<file path="src/rtl/mux_rx_pkg.sv">
package mux_rx_pkg;

   typedef enum logic [1:0] {
      SQ_IDLE = 2'd0,
      SQ_INIT = 2'd1,
      SQ_RECV = 2'd2,
      SQ_END  = 2'd3
   } seq_state_e;

   typedef enum logic [1:0] {
      PH_NONE = 2'd0,
      PH_CHAR = 2'd1,
      PH_LINE = 2'd2
   } pair_phase_e;

   typedef struct packed {
      logic [1:0] cc;
      logic       dev_busy;
      logic       ctl_busy;
      logic       auto_mode;
   } dev_status_t;

   localparam logic [1:0] BUSY_CC = 2'd2;

endpackage

</file>
<file path="src/rtl/mux_rx_store.sv">
module mux_rx_store #(
   parameter int LINES     = 8,
   parameter int BYTE_W    = 8,
   parameter bit LOW_FIRST = 1'b1,
   localparam int LW       = $clog2(LINES)
) (
   input  logic              clk,
   input  logic              rst_n,
   input  logic              capture_en,
   input  logic              rx_valid,
   input  logic [LW-1:0]     rx_line,
   input  logic [BYTE_W-1:0] rx_char,
   input  logic              take,
   output logic              any_pend,
   output logic [LW-1:0]     pick_line,
   output logic [BYTE_W-1:0] pick_char
);

   logic [LINES-1:0][BYTE_W-1:0] rbuf;
   logic [LINES-1:0]             pend;

   always_ff @(posedge clk) begin
      if (!rst_n) begin
         rbuf <= '0;
         pend <= '0;
      end else begin
         for (int i = 0; i < LINES; i++) begin
            if (rx_valid && rx_line == LW'(i)) begin
               rbuf[i] <= rx_char;
            end
            if (!capture_en) begin
               pend[i] <= 1'b0;
            end else if (rx_valid && rx_line == LW'(i)) begin
               pend[i] <= 1'b1;
            end else if (take && pick_line == LW'(i)) begin
               pend[i] <= 1'b0;
            end
         end
      end
   end

   assign any_pend = |pend;

   generate
      if (LOW_FIRST) begin : g_low_first
         always_comb begin
            pick_line = '0;
            for (int i = LINES - 1; i >= 0; i--) begin
               if (pend[i]) pick_line = LW'(i);
            end
         end
      end else begin : g_high_first
         always_comb begin
            pick_line = '0;
            for (int i = 0; i < LINES; i++) begin
               if (pend[i]) pick_line = LW'(i);
            end
         end
      end
   endgenerate

   assign pick_char = rbuf[pick_line];

   a_r10_drop_outside: assert property (@(posedge clk) disable iff (!rst_n)
      !capture_en |=> pend == '0);

   a_r11_pick_pending: assert property (@(posedge clk) disable iff (!rst_n)
      any_pend |-> pend[pick_line]);

endmodule

</file>
<file path="src/rtl/mux_rx_fsm.sv">
module mux_rx_fsm
   import mux_rx_pkg::*;
#(
   parameter int LW     = 3,
   parameter int BYTE_W = 8
) (
   input  logic              clk,
   input  logic              rst_n,
   input  logic              sio,
   input  logic              hio,
   input  logic              cmd_ack,
   input  logic              cmd_err,
   input  logic              wr_ready,
   input  logic              wr_err,
   input  logic              wr_zbc,
   input  logic              end_ack,
   input  logic              end_chain,
   input  logic              end_err,
   input  logic              any_pend,
   input  logic [LW-1:0]     pick_line,
   input  logic [BYTE_W-1:0] pick_char,
   output seq_state_e        state,
   output logic              cmd_req,
   output logic              end_req,
   output logic              wr_valid,
   output logic [BYTE_W-1:0] wr_data,
   output logic              take,
   output logic              pair_done,
   output logic              uend
);

   pair_phase_e       phase, phase_n;
   seq_state_e        state_n;
   logic [LW-1:0]     cur_line;
   logic [BYTE_W-1:0] cur_char;
   logic              wr_fire;

   assign cmd_req   = (state == SQ_INIT);
   assign end_req   = (state == SQ_END);
   assign wr_valid  = (state == SQ_RECV) && (phase != PH_NONE);
   assign wr_data   = (phase == PH_LINE) ? BYTE_W'(cur_line) : cur_char;
   assign take      = (state == SQ_RECV) && (phase == PH_NONE) && any_pend && !hio;
   assign wr_fire   = wr_valid && wr_ready;
   assign pair_done = wr_fire && (phase == PH_LINE) && !wr_err && !hio;
   assign uend      = !hio && ((cmd_req && cmd_ack && cmd_err) ||
                               (wr_fire && wr_err) ||
                               (end_req && end_ack && end_err));

   always_comb begin
      state_n = state;
      phase_n = phase;
      if (hio) begin
         state_n = SQ_IDLE;
         phase_n = PH_NONE;
      end else begin
         unique case (state)
            SQ_IDLE: if (sio) state_n = SQ_INIT;
            SQ_INIT: if (cmd_ack) state_n = cmd_err ? SQ_IDLE : SQ_RECV;
            SQ_RECV: begin
               unique case (phase)
                  PH_NONE: if (take) phase_n = PH_CHAR;
                  PH_CHAR: if (wr_ready) begin
                     if (wr_err) begin
                        state_n = SQ_IDLE;
                        phase_n = PH_NONE;
                     end else begin
                        phase_n = PH_LINE;
                     end
                  end
                  PH_LINE: if (wr_ready) begin
                     phase_n = PH_NONE;
                     if (wr_err)      state_n = SQ_IDLE;
                     else if (wr_zbc) state_n = SQ_END;
                  end
                  default: phase_n = PH_NONE;
               endcase
            end
            SQ_END: if (end_ack) begin
               if (end_err)        state_n = SQ_IDLE;
               else if (end_chain) state_n = SQ_INIT;
               else                state_n = SQ_IDLE;
            end
            default: state_n = SQ_IDLE;
         endcase
      end
   end

   always_ff @(posedge clk) begin
      if (!rst_n) begin
         state    <= SQ_IDLE;
         phase    <= PH_NONE;
         cur_line <= '0;
         cur_char <= '0;
      end else begin
         state <= state_n;
         phase <= phase_n;
         if (take) begin
            cur_line <= pick_line;
            cur_char <= pick_char;
         end
      end
   end

   a_r8_halt_idle: assert property (@(posedge clk) disable iff (!rst_n)
      hio |=> state == SQ_IDLE);

   a_r4_line_follows: assert property (@(posedge clk) disable iff (!rst_n)
      (wr_fire && !wr_err && phase == PH_CHAR && !hio)
      |=> (wr_valid && wr_data == BYTE_W'($past(cur_line))));

   a_r3_fetch_error: assert property (@(posedge clk) disable iff (!rst_n)
      (state == SQ_INIT && cmd_ack && cmd_err && !hio) |=> state == SQ_IDLE);

   a_r7_chain_init: assert property (@(posedge clk) disable iff (!rst_n)
      (state == SQ_END && end_ack && end_chain && !end_err && !hio)
      |=> state == SQ_INIT);

   a_r12_no_done_on_err: assert property (@(posedge clk) disable iff (!rst_n)
      (wr_fire && wr_err) |-> !pair_done);

endmodule

</file>
<file path="src/rtl/mux_rx_irq.sv">
module mux_rx_irq (
   input  logic clk,
   input  logic rst_n,
   input  logic hio,
   input  logic rx_set,
   input  logic tx_set,
   output logic rx_irq,
   output logic tx_irq
);

   always_ff @(posedge clk) begin
      if (!rst_n) begin
         rx_irq <= 1'b0;
         tx_irq <= 1'b0;
      end else if (hio) begin
         rx_irq <= 1'b0;
         tx_irq <= 1'b0;
      end else begin
         if (rx_set) rx_irq <= 1'b1;
         if (tx_set) tx_irq <= 1'b1;
      end
   end

   a_r8_irq_clear: assert property (@(posedge clk) disable iff (!rst_n)
      hio |=> (!rx_irq && !tx_irq));

   a_r5_rx_holds: assert property (@(posedge clk) disable iff (!rst_n)
      (rx_irq && !hio) |=> rx_irq);

endmodule

</file>
<file path="src/rtl/mux_rx_chan_seq.sv">
module mux_rx_chan_seq
   import mux_rx_pkg::*;
#(
   parameter int LINES     = 8,
   parameter int BYTE_W    = 8,
   parameter bit LOW_FIRST = 1'b1,
   localparam int LW       = $clog2(LINES)
) (
   input  logic              clk,
   input  logic              rst_n,
   input  logic              sio_req,
   input  logic              hio_req,
   output logic [4:0]        dev_status,
   output logic [1:0]        seq_state,
   output logic              cmd_req,
   input  logic              cmd_ack,
   input  logic              cmd_err,
   input  logic              rx_valid,
   input  logic [LW-1:0]     rx_line,
   input  logic [BYTE_W-1:0] rx_char,
   output logic              wr_valid,
   output logic [BYTE_W-1:0] wr_data,
   input  logic              wr_ready,
   input  logic              wr_err,
   input  logic              wr_zbc,
   output logic              end_req,
   input  logic              end_ack,
   input  logic              end_chain,
   input  logic              end_err,
   output logic              unusual_end,
   output logic              rx_irq,
   input  logic              tx_irq_set,
   output logic              tx_irq
);

   generate
      if (LINES < 2 || LINES > 256) begin : g_bad_lines
         $error("mux_rx_chan_seq: LINES must lie in 2..256");
      end
      if (BYTE_W < LW) begin : g_bad_width
         $error("mux_rx_chan_seq: line number does not fit one byte");
      end
   endgenerate

   seq_state_e        state;
   logic              any_pend;
   logic              take;
   logic              pair_done;
   logic [LW-1:0]     pick_line;
   logic [BYTE_W-1:0] pick_char;
   dev_status_t       stat;

   mux_rx_store #(
      .LINES     (LINES),
      .BYTE_W    (BYTE_W),
      .LOW_FIRST (LOW_FIRST)
   ) u_store (
      .clk        (clk),
      .rst_n      (rst_n),
      .capture_en (state == SQ_RECV),
      .rx_valid   (rx_valid),
      .rx_line    (rx_line),
      .rx_char    (rx_char),
      .take       (take),
      .any_pend   (any_pend),
      .pick_line  (pick_line),
      .pick_char  (pick_char)
   );

   mux_rx_fsm #(
      .LW     (LW),
      .BYTE_W (BYTE_W)
   ) u_fsm (
      .clk       (clk),
      .rst_n     (rst_n),
      .sio       (sio_req),
      .hio       (hio_req),
      .cmd_ack   (cmd_ack),
      .cmd_err   (cmd_err),
      .wr_ready  (wr_ready),
      .wr_err    (wr_err),
      .wr_zbc    (wr_zbc),
      .end_ack   (end_ack),
      .end_chain (end_chain),
      .end_err   (end_err),
      .any_pend  (any_pend),
      .pick_line (pick_line),
      .pick_char (pick_char),
      .state     (state),
      .cmd_req   (cmd_req),
      .end_req   (end_req),
      .wr_valid  (wr_valid),
      .wr_data   (wr_data),
      .take      (take),
      .pair_done (pair_done),
      .uend      (unusual_end)
   );

   mux_rx_irq u_irq (
      .clk    (clk),
      .rst_n  (rst_n),
      .hio    (hio_req),
      .rx_set (pair_done),
      .tx_set (tx_irq_set),
      .rx_irq (rx_irq),
      .tx_irq (tx_irq)
   );

   always_comb begin
      stat.auto_mode = 1'b1;
      stat.ctl_busy  = (state != SQ_IDLE);
      stat.dev_busy  = (state != SQ_IDLE);
      stat.cc        = (state != SQ_IDLE) ? BUSY_CC : 2'd0;
   end

   assign dev_status = stat;
   assign seq_state  = state;

   a_r5_irq_after_pair: assert property (@(posedge clk) disable iff (!rst_n)
      $rose(rx_irq) |-> $past(wr_valid && wr_ready && !wr_err));

   a_r9_busy_status: assert property (@(posedge clk) disable iff (!rst_n)
      (cmd_req || end_req || wr_valid) |-> (dev_status[1] && dev_status[2]));

endmodule

</file>
<file path="config.mk">
export PLATFORM = sky130hd
export DESIGN_NAME = mux_rx_chan_seq
export DESIGN_NICKNAME = d
export VERILOG_FILES = /design/src/rtl/mux_rx_pkg.sv /design/src/rtl/mux_rx_store.sv /design/src/rtl/mux_rx_fsm.sv /design/src/rtl/mux_rx_irq.sv /design/src/rtl/mux_rx_chan_seq.sv
export SDC_FILE = /design/constraint.sdc
export NUM_CORES = 1
export LEC_CHECK = 0
export BUFFER_PORTS_ARGS = -buffer_cell sky130_fd_sc_hd__buf_4
export CAP_MARGIN = 20
export CORE_MARGIN = 5
export CORE_UTILIZATION = 40
export DETAILED_ROUTE_END_ITERATION = 10
export GPL_TIMING_DRIVEN = 0
export PLACE_DENSITY = 0.63
export SLEW_MARGIN = 20
export SYNTH_ARGS = -nofsm -noshare
export SYNTH_HDL_FRONTEND = slang
export SYNTH_SLANG_ARGS = --single-unit
</file>
<file path="constraint.sdc">
create_clock -name clk -period 1.8 [get_ports clk]
set_input_delay 0 -clock clk [delete_from_list [all_inputs] [get_ports clk]]
set_output_delay 0 -clock clk [all_outputs]
set_load 0.01 [all_outputs]
</file>
**Yosys cells after proc, flatten, opt, wreduce, memory -nomap -nowiden**

Index checks and enable logic that the tools add are counted.

- Order comparisons: 1
- Eq/ne operators: 30
- Muxes and demuxes: 46
- Bitwise logic cells: 1
- Reductions and logical operators: 53

Operator list:

| operator | count |
|---|---|
| 1-bit logical AND | 30 |
| 2-bit 2-to-1 mux | 15 |
| 8-bit binary-select mux with 3-bit select | 1 |
| 3-bit equality test (second input constant) | 8 |
| 3-bit 2-to-1 mux | 8 |
| 2-bit nonzero test | 10 |
| 1-bit 2-to-1 mux | 17 |
| 8-bit 2-to-1 mux | 2 |
| 3-bit by 2-bit equality test with 1-bit output (second input constant) | 4 |
| 2-bit != test (second input constant) | 6 |
| 3-bit != test (second input constant) | 3 |
| 2-bit case mux with 4 select lines | 1 |
| 8-bit AND reduction | 1 |
| 8-bit OR reduction | 1 |
| 2-bit equality test (second input constant) | 3 |
| 3-bit by 1-bit equality test with 1-bit output (second input constant) | 2 |
| 3-bit zero test | 2 |
| 2-bit case mux with 3 select lines | 1 |
| 2-bit by 1-bit equality test with 1-bit output (second input constant) | 2 |
| 2-bit zero test | 2 |
| 3-bit by 4-bit < comparator with 1-bit output (second input constant) | 1 |
| 4-bit != test (second input constant) | 1 |
| 2-bit case mux with 2 select lines | 1 |
| 4-bit AND reduction | 1 |
| 6 further kinds | 8 |

- Bits in registers: 89
- Input port bits: 25
- Output and inout port bits: 21
- Logic and storage cells: 153

**Logic depth before layout (Yosys ltp)**

- Word-level depth: 12
- Depth in mapped cells: 7

**Modules after synthesis**

A second synthesis with hierarchy kept.

- Cell total of the unflattened synthesis: 515
- Area total of the unflattened synthesis: 4,316.6 um2

By module, submodules not included:

| module | instances | cells each | area each (um2) |
|---|---|---|---|
| mux_rx_store | 1 | 408 | 3,357.0 |
| mux_rx_fsm | 1 | 92 | 840.8 |
| mux_rx_irq | 1 | 7 | 68.8 |
| mux_rx_chan_seq | 1 | 8 | 50.0 |

**Least setup slack after synthesis**

OpenSTA, ideal clock, no wires.

- Kind: register -> register
- Start point: register u_fsm.state[0]
- End point: register u_fsm.cur_char[0]
- Setup time: 117 ps
- Arrival time: 1,704 ps
- Data required time: 1,683 ps
- Slack: -21 ps
- Stages on the path, launching flop included: 8
- Period minus slack after synthesis: 1,821 ps
- Path through: dfxtp_1 -> clkbuf_1 -> nand2b_2 -> nor4_4 -> o21ai_1 -> and2_1 -> buf_1 -> a32o_1

- Word-level cells in the longest chain between the ends: 4

Ends and longest elaborated chain:

| element | RTL line | RTL |
|---|---|---|
| start: declaration | mux_rx_fsm.sv:22 | `output seq_state_e state,` |
| start signal: assignment | mux_rx_fsm.sv:95 | `state <= state_n;` |
| 2-bit equality test | mux_rx_fsm.sv:42 | `assign take = (state == SQ_RECV) && (phase == PH_NONE) && any_pend && !hio;` |
| 1-bit logical AND (3 in series) | mux_rx_fsm.sv:42 |  |
| end signal: assignment | mux_rx_fsm.sv:99 | `cur_char <= pick_char;` |
| end: declaration | mux_rx_fsm.sv:35 | `logic [BYTE_W-1:0] cur_char;` |

No other way between the ends.
A chain may end at the register's enable or synchronous reset.

**Worst setup path in the final report**

- Start point: register u_store.pend[3]
- End point: register u_fsm.cur_char[6]

- Word-level cells in the longest chain between the ends: 6

Ends and longest elaborated chain:

| element | RTL line | RTL |
|---|---|---|
| start: declaration | mux_rx_store.sv:20 | `logic [LINES-1:0] pend;` |
| start signal: assignment | mux_rx_store.sv:25 | `pend <= '0;` |
| start signal: indexed assignment | mux_rx_store.sv:32 | `pend[i] <= 1'b0;` |
| start signal: indexed assignment | mux_rx_store.sv:34 | `pend[i] <= 1'b1;` |
| 3-bit 2-to-1 mux (4 in series) | mux_rx_store.sv:49 | `if (pend[i]) pick_line = LW'(i);` |
| 8-bit binary-select mux with 3-bit select | mux_rx_store.sv:62 | `assign pick_char = rbuf[pick_line];` |
| 8-bit 2-to-1 mux (not written as such) | mux_rx_store.sv:62 |  |

Several ways; a longest one is shown, not always the timed one. The select of a mux whose other input is x is not followed.

==> results.toml <==
[outcome]
status = "finished with violations"
violations = "setup timing"

[floorplan]
num_rows = 36
start_util = 0.4070
core_um2 = 9729
die_area_um2 = 11990
die_h_um = 109.5
io_pins = 46
die_x_um = 109.5

[global_route]
grt_pass1_vias = 3606
grt-ovfl-total = 0
antenna_found_initial = 0
grt_max_degree = 16
grt_pass1_wl_um = 18750
grt_usage = 0.2033

[drt]
drt-total-wl_um = 11620
drtIter0Drc = 204
ant_nets = 0
wl_per_cell_um = 16.92
viasPerCell = 5.444
remaining_drc_errors = 0
dr.pass1.iters = 5
vias = 3740

[clock_tree]
clkTransAtPathRegs_ns = 0.09
clock-sinks = 89
worstSkewPairLatency_ns = 0.36
htree_levels = 3
cts_buffers = 9
clockBufferDepth = 2
clock_tree.root_cell = "clkbuf_8"
cts_tree = "built"

[cells_and_area]
final_common_cell = "nand2_1"
seq_area_um2 = 1807
multiInputGateArea_um2 = 2121
layout-drive-gt1-share = 0.1949
syn_to_final_growth_pct = 21.74
final_cell_area_um2 = 4821
fillers = 978
stdcell_count = 687
final_nets = 574
layout_common_cells = "nand2_1, dfxtp_1, a21oi_1"
num_antenna_cells = 0

[power_and_ir_drop]
pwr-share-clk = 0.349
leakage_nw = 1.692
switchingPower_uw = 940.3
peakVddDrop_mv = 0.4576
power_frac_comb = 0.086
p_per_area_nw_per_um2 = 736.9
report.power.total_mw = 3.553
internal_power_mw = 2.612
swShare = 0.2647
p_seq_frac = 0.566

[logic_synthesis]
synthArstFlopShare = 0
avgSynthCellArea_um2 = 8.033
synth_top_family_by_area = "compound AO/OA/AOI/OAI gates"
postSynthCellCount = 493
yosysWarningCount = 0
yosysSeqAreaShare = 0.4499
synth_cell_types = 46
synth_nets = 518
synth_xor_area_frac = 0
synth_compound_area_frac = 0.2512
synthSimpleGateAreaFrac = 0.2423
synthMuxAreaShare = 0.008531
synth_enable_flop_cells = 0
synth_seq_cells = 89
synth_ff_type = "dfxtp_1"
yosys.area_share.adder = 0
synthesis.area_um2 = 3960

[critical_path]
slowest_stage = "dfxtp_4"
required_ns = 2.05
path_common_cell = "a221o_1"
end_kind = "flip-flop"
cp-start-kind = "flip-flop"
path_cells = "nor2_4 > buf_6 > a21oi_4 > a221o_1 > a221o_1 > a32o_1"
worst-setup-path-type = "reg -> reg"
rr_startpoint = "u_store.pend[3]$_SDFFE_PN0P_"
worst_ep_arrival_time_ns = 2.12
cp_slowest_stage_delay_ns = 0.37
crit_path_max_fanout = 8
r2r_cells = 6
r2r_end = "u_fsm.cur_char[6]$_SDFFE_PN0P_"
reg2reg_slack_ns = -0.07

[min_path]
hold_path_end = "u_store.rbuf[47]$_SDFFE_PN0P_"
hold_depth = 3
min_from = "rx_char[7]"
hold_path_class = "in -> reg"

[timing]
fin_crit_sh = 1.037
relSlewSlack = 0.2600
worst_slack_ns = -0.06717
setup_viol = 8
skew_ns = 0.01041
hold_viol = 0
finalCriticalPeriod_ns = 1.867
fmax_mhz = 535.6
tightest_slew_ns = 1.101
slew_violations = 0
rsz0062_at_grt = "yes"

[placed_design]
dp_worst_setup_slack_ns = -0.3353
port_buffers = 31
place_inst = 657
hpwl_um = 8008
gp_congestion = 0.8314
place_area_um2 = 4368

[flow_run]
drv_cap = 0
[stage by stage]
| step | util | hold WS [ns] | setup TNS, ns |
|---|---|---|---|
| after CTS | 0.4941 | 0.008707 | -0.1730 |
| after floorplan | - | 0.04753 | 0 |
| final | 0.4955 | 0.01446 | -0.3395 |
| after global placement | 0.4484 | 0.2147 | -2.268 |
| after global routing | 0.4955 | 0.03361 | -0.7887 |
| after detailed placement | 0.4489 | 0.2176 | -2.593 |
[power groups by stage]
stage               Sequential, mW  Clock (mW)  Combinational [mW]
floorplan                     2.06           0               0.176
detailed placement            2.06           0               0.287
global placement              2.06           0               0.282
finish                        2.01        1.24               0.305
CTS                           2.01        1.26               0.303
global route                  2.01        1.35               0.336
[synth_stat cells, types with 5 or more instances]
cell type  instances  area (µm²)
nand2_1          145       544.3
dfxtp_1           89        1782
a21oi_1           82       410.4
a221o_1           32       320.3
nor2_1            29       108.9
clkbuf_1          14       52.55
buf_1             10       37.54
a32o_1             8       80.08
o21ai_0            8       40.04
and2_1             7       43.79
nor2b_1            7       43.79
nand3_1            6       30.03
nand2b_1           5       31.28
[layer usage]
| metal | vias to the layer above | global-route usage | part of all wire |
|---|---|---|---|
| met4 | 0 | 0.04720 | 0.013 |
| met1 | 1756 | 0.2567 | 0.44 |
| li1 | 1841 | - | - |
| met5 | - | 0 | 0 |
| met3 | 13 | 0.04756 | 0.066 |
| met2 | 130 | 0.3514 | 0.49 |
[worst max-delay path, delay by kind of cell (launching register included)]
kind,cells,cell delay (ns)
compound gates,4,1.00
flops,1,0.37
simple gates,1,0.24
buf+inv,1,0.14
[cell type report]
class,count,area share
Multi-Input combinational cell,366,0.4399
Sequential cell,89,0.3748
Timing Repair Buffer,46,0.07501
Buffer,32,0.03685
Tap cell,133,0.03452
Clock buffer,10,0.02647
Clock inverter,6,0.008565
Inverter,5,0.003893
[logic make-up after synthesis]
kind of cell / Yosys count
compound gates: 145
mux: 3
simple gates: 216
flops: 89
buf+inv: 38
other cells: 2
[how the worst max path moves through the flow]
| stage | depth (start not counted) | end | slack, ns | start |
|---|---|---|---|---|
| floorplan | 6 | u_fsm.cur_char[0]$_SDFFE_PN0P_ | 0.0005 | u_store.pend[2]$_SDFFE_PN0P_ |
| global placement | 6 | u_fsm.cur_char[6]$_SDFFE_PN0P_ | -0.30 | u_store.pend[0]$_SDFFE_PN0P_ |
| detailed placement | 6 | u_fsm.cur_char[4]$_SDFFE_PN0P_ | -0.34 | u_fsm.state[0]$_SDFFE_PP0P_ |
| CTS | 6 | u_fsm.cur_char[6]$_SDFFE_PN0P_ | -0.05 | u_store.pend[3]$_SDFFE_PN0P_ |
| global route | 7 | u_fsm.cur_char[4]$_SDFFE_PN0P_ | -0.10 | u_store.pend[7]$_SDFFE_PN0P_ |
| finish | 6 | u_fsm.cur_char[6]$_SDFFE_PN0P_ | -0.07 | u_store.pend[3]$_SDFFE_PN0P_ |
[state kept, by name, summed over array words and instances, names as in the netlist]
signal,count
u_irq.tx_irq,1
u_irq.rx_irq,1
u_fsm.state,2
u_store.rbuf,64
u_store.pend,8
u_fsm.cur_line,3
u_fsm.cur_char,8
u_fsm.phase,2
[timing repair]
action                     in CTS  in global routing
setup endpoints to repair      13                 23
hold buffers                    5                  0
buffers inserted               10                  0
pin swaps                      15                  5
hold endpoints to repair        4                  0
gates resized for setup        42                  8
cloned                          0                  0
No activity file was read; power rests on OpenSTA's default activity.
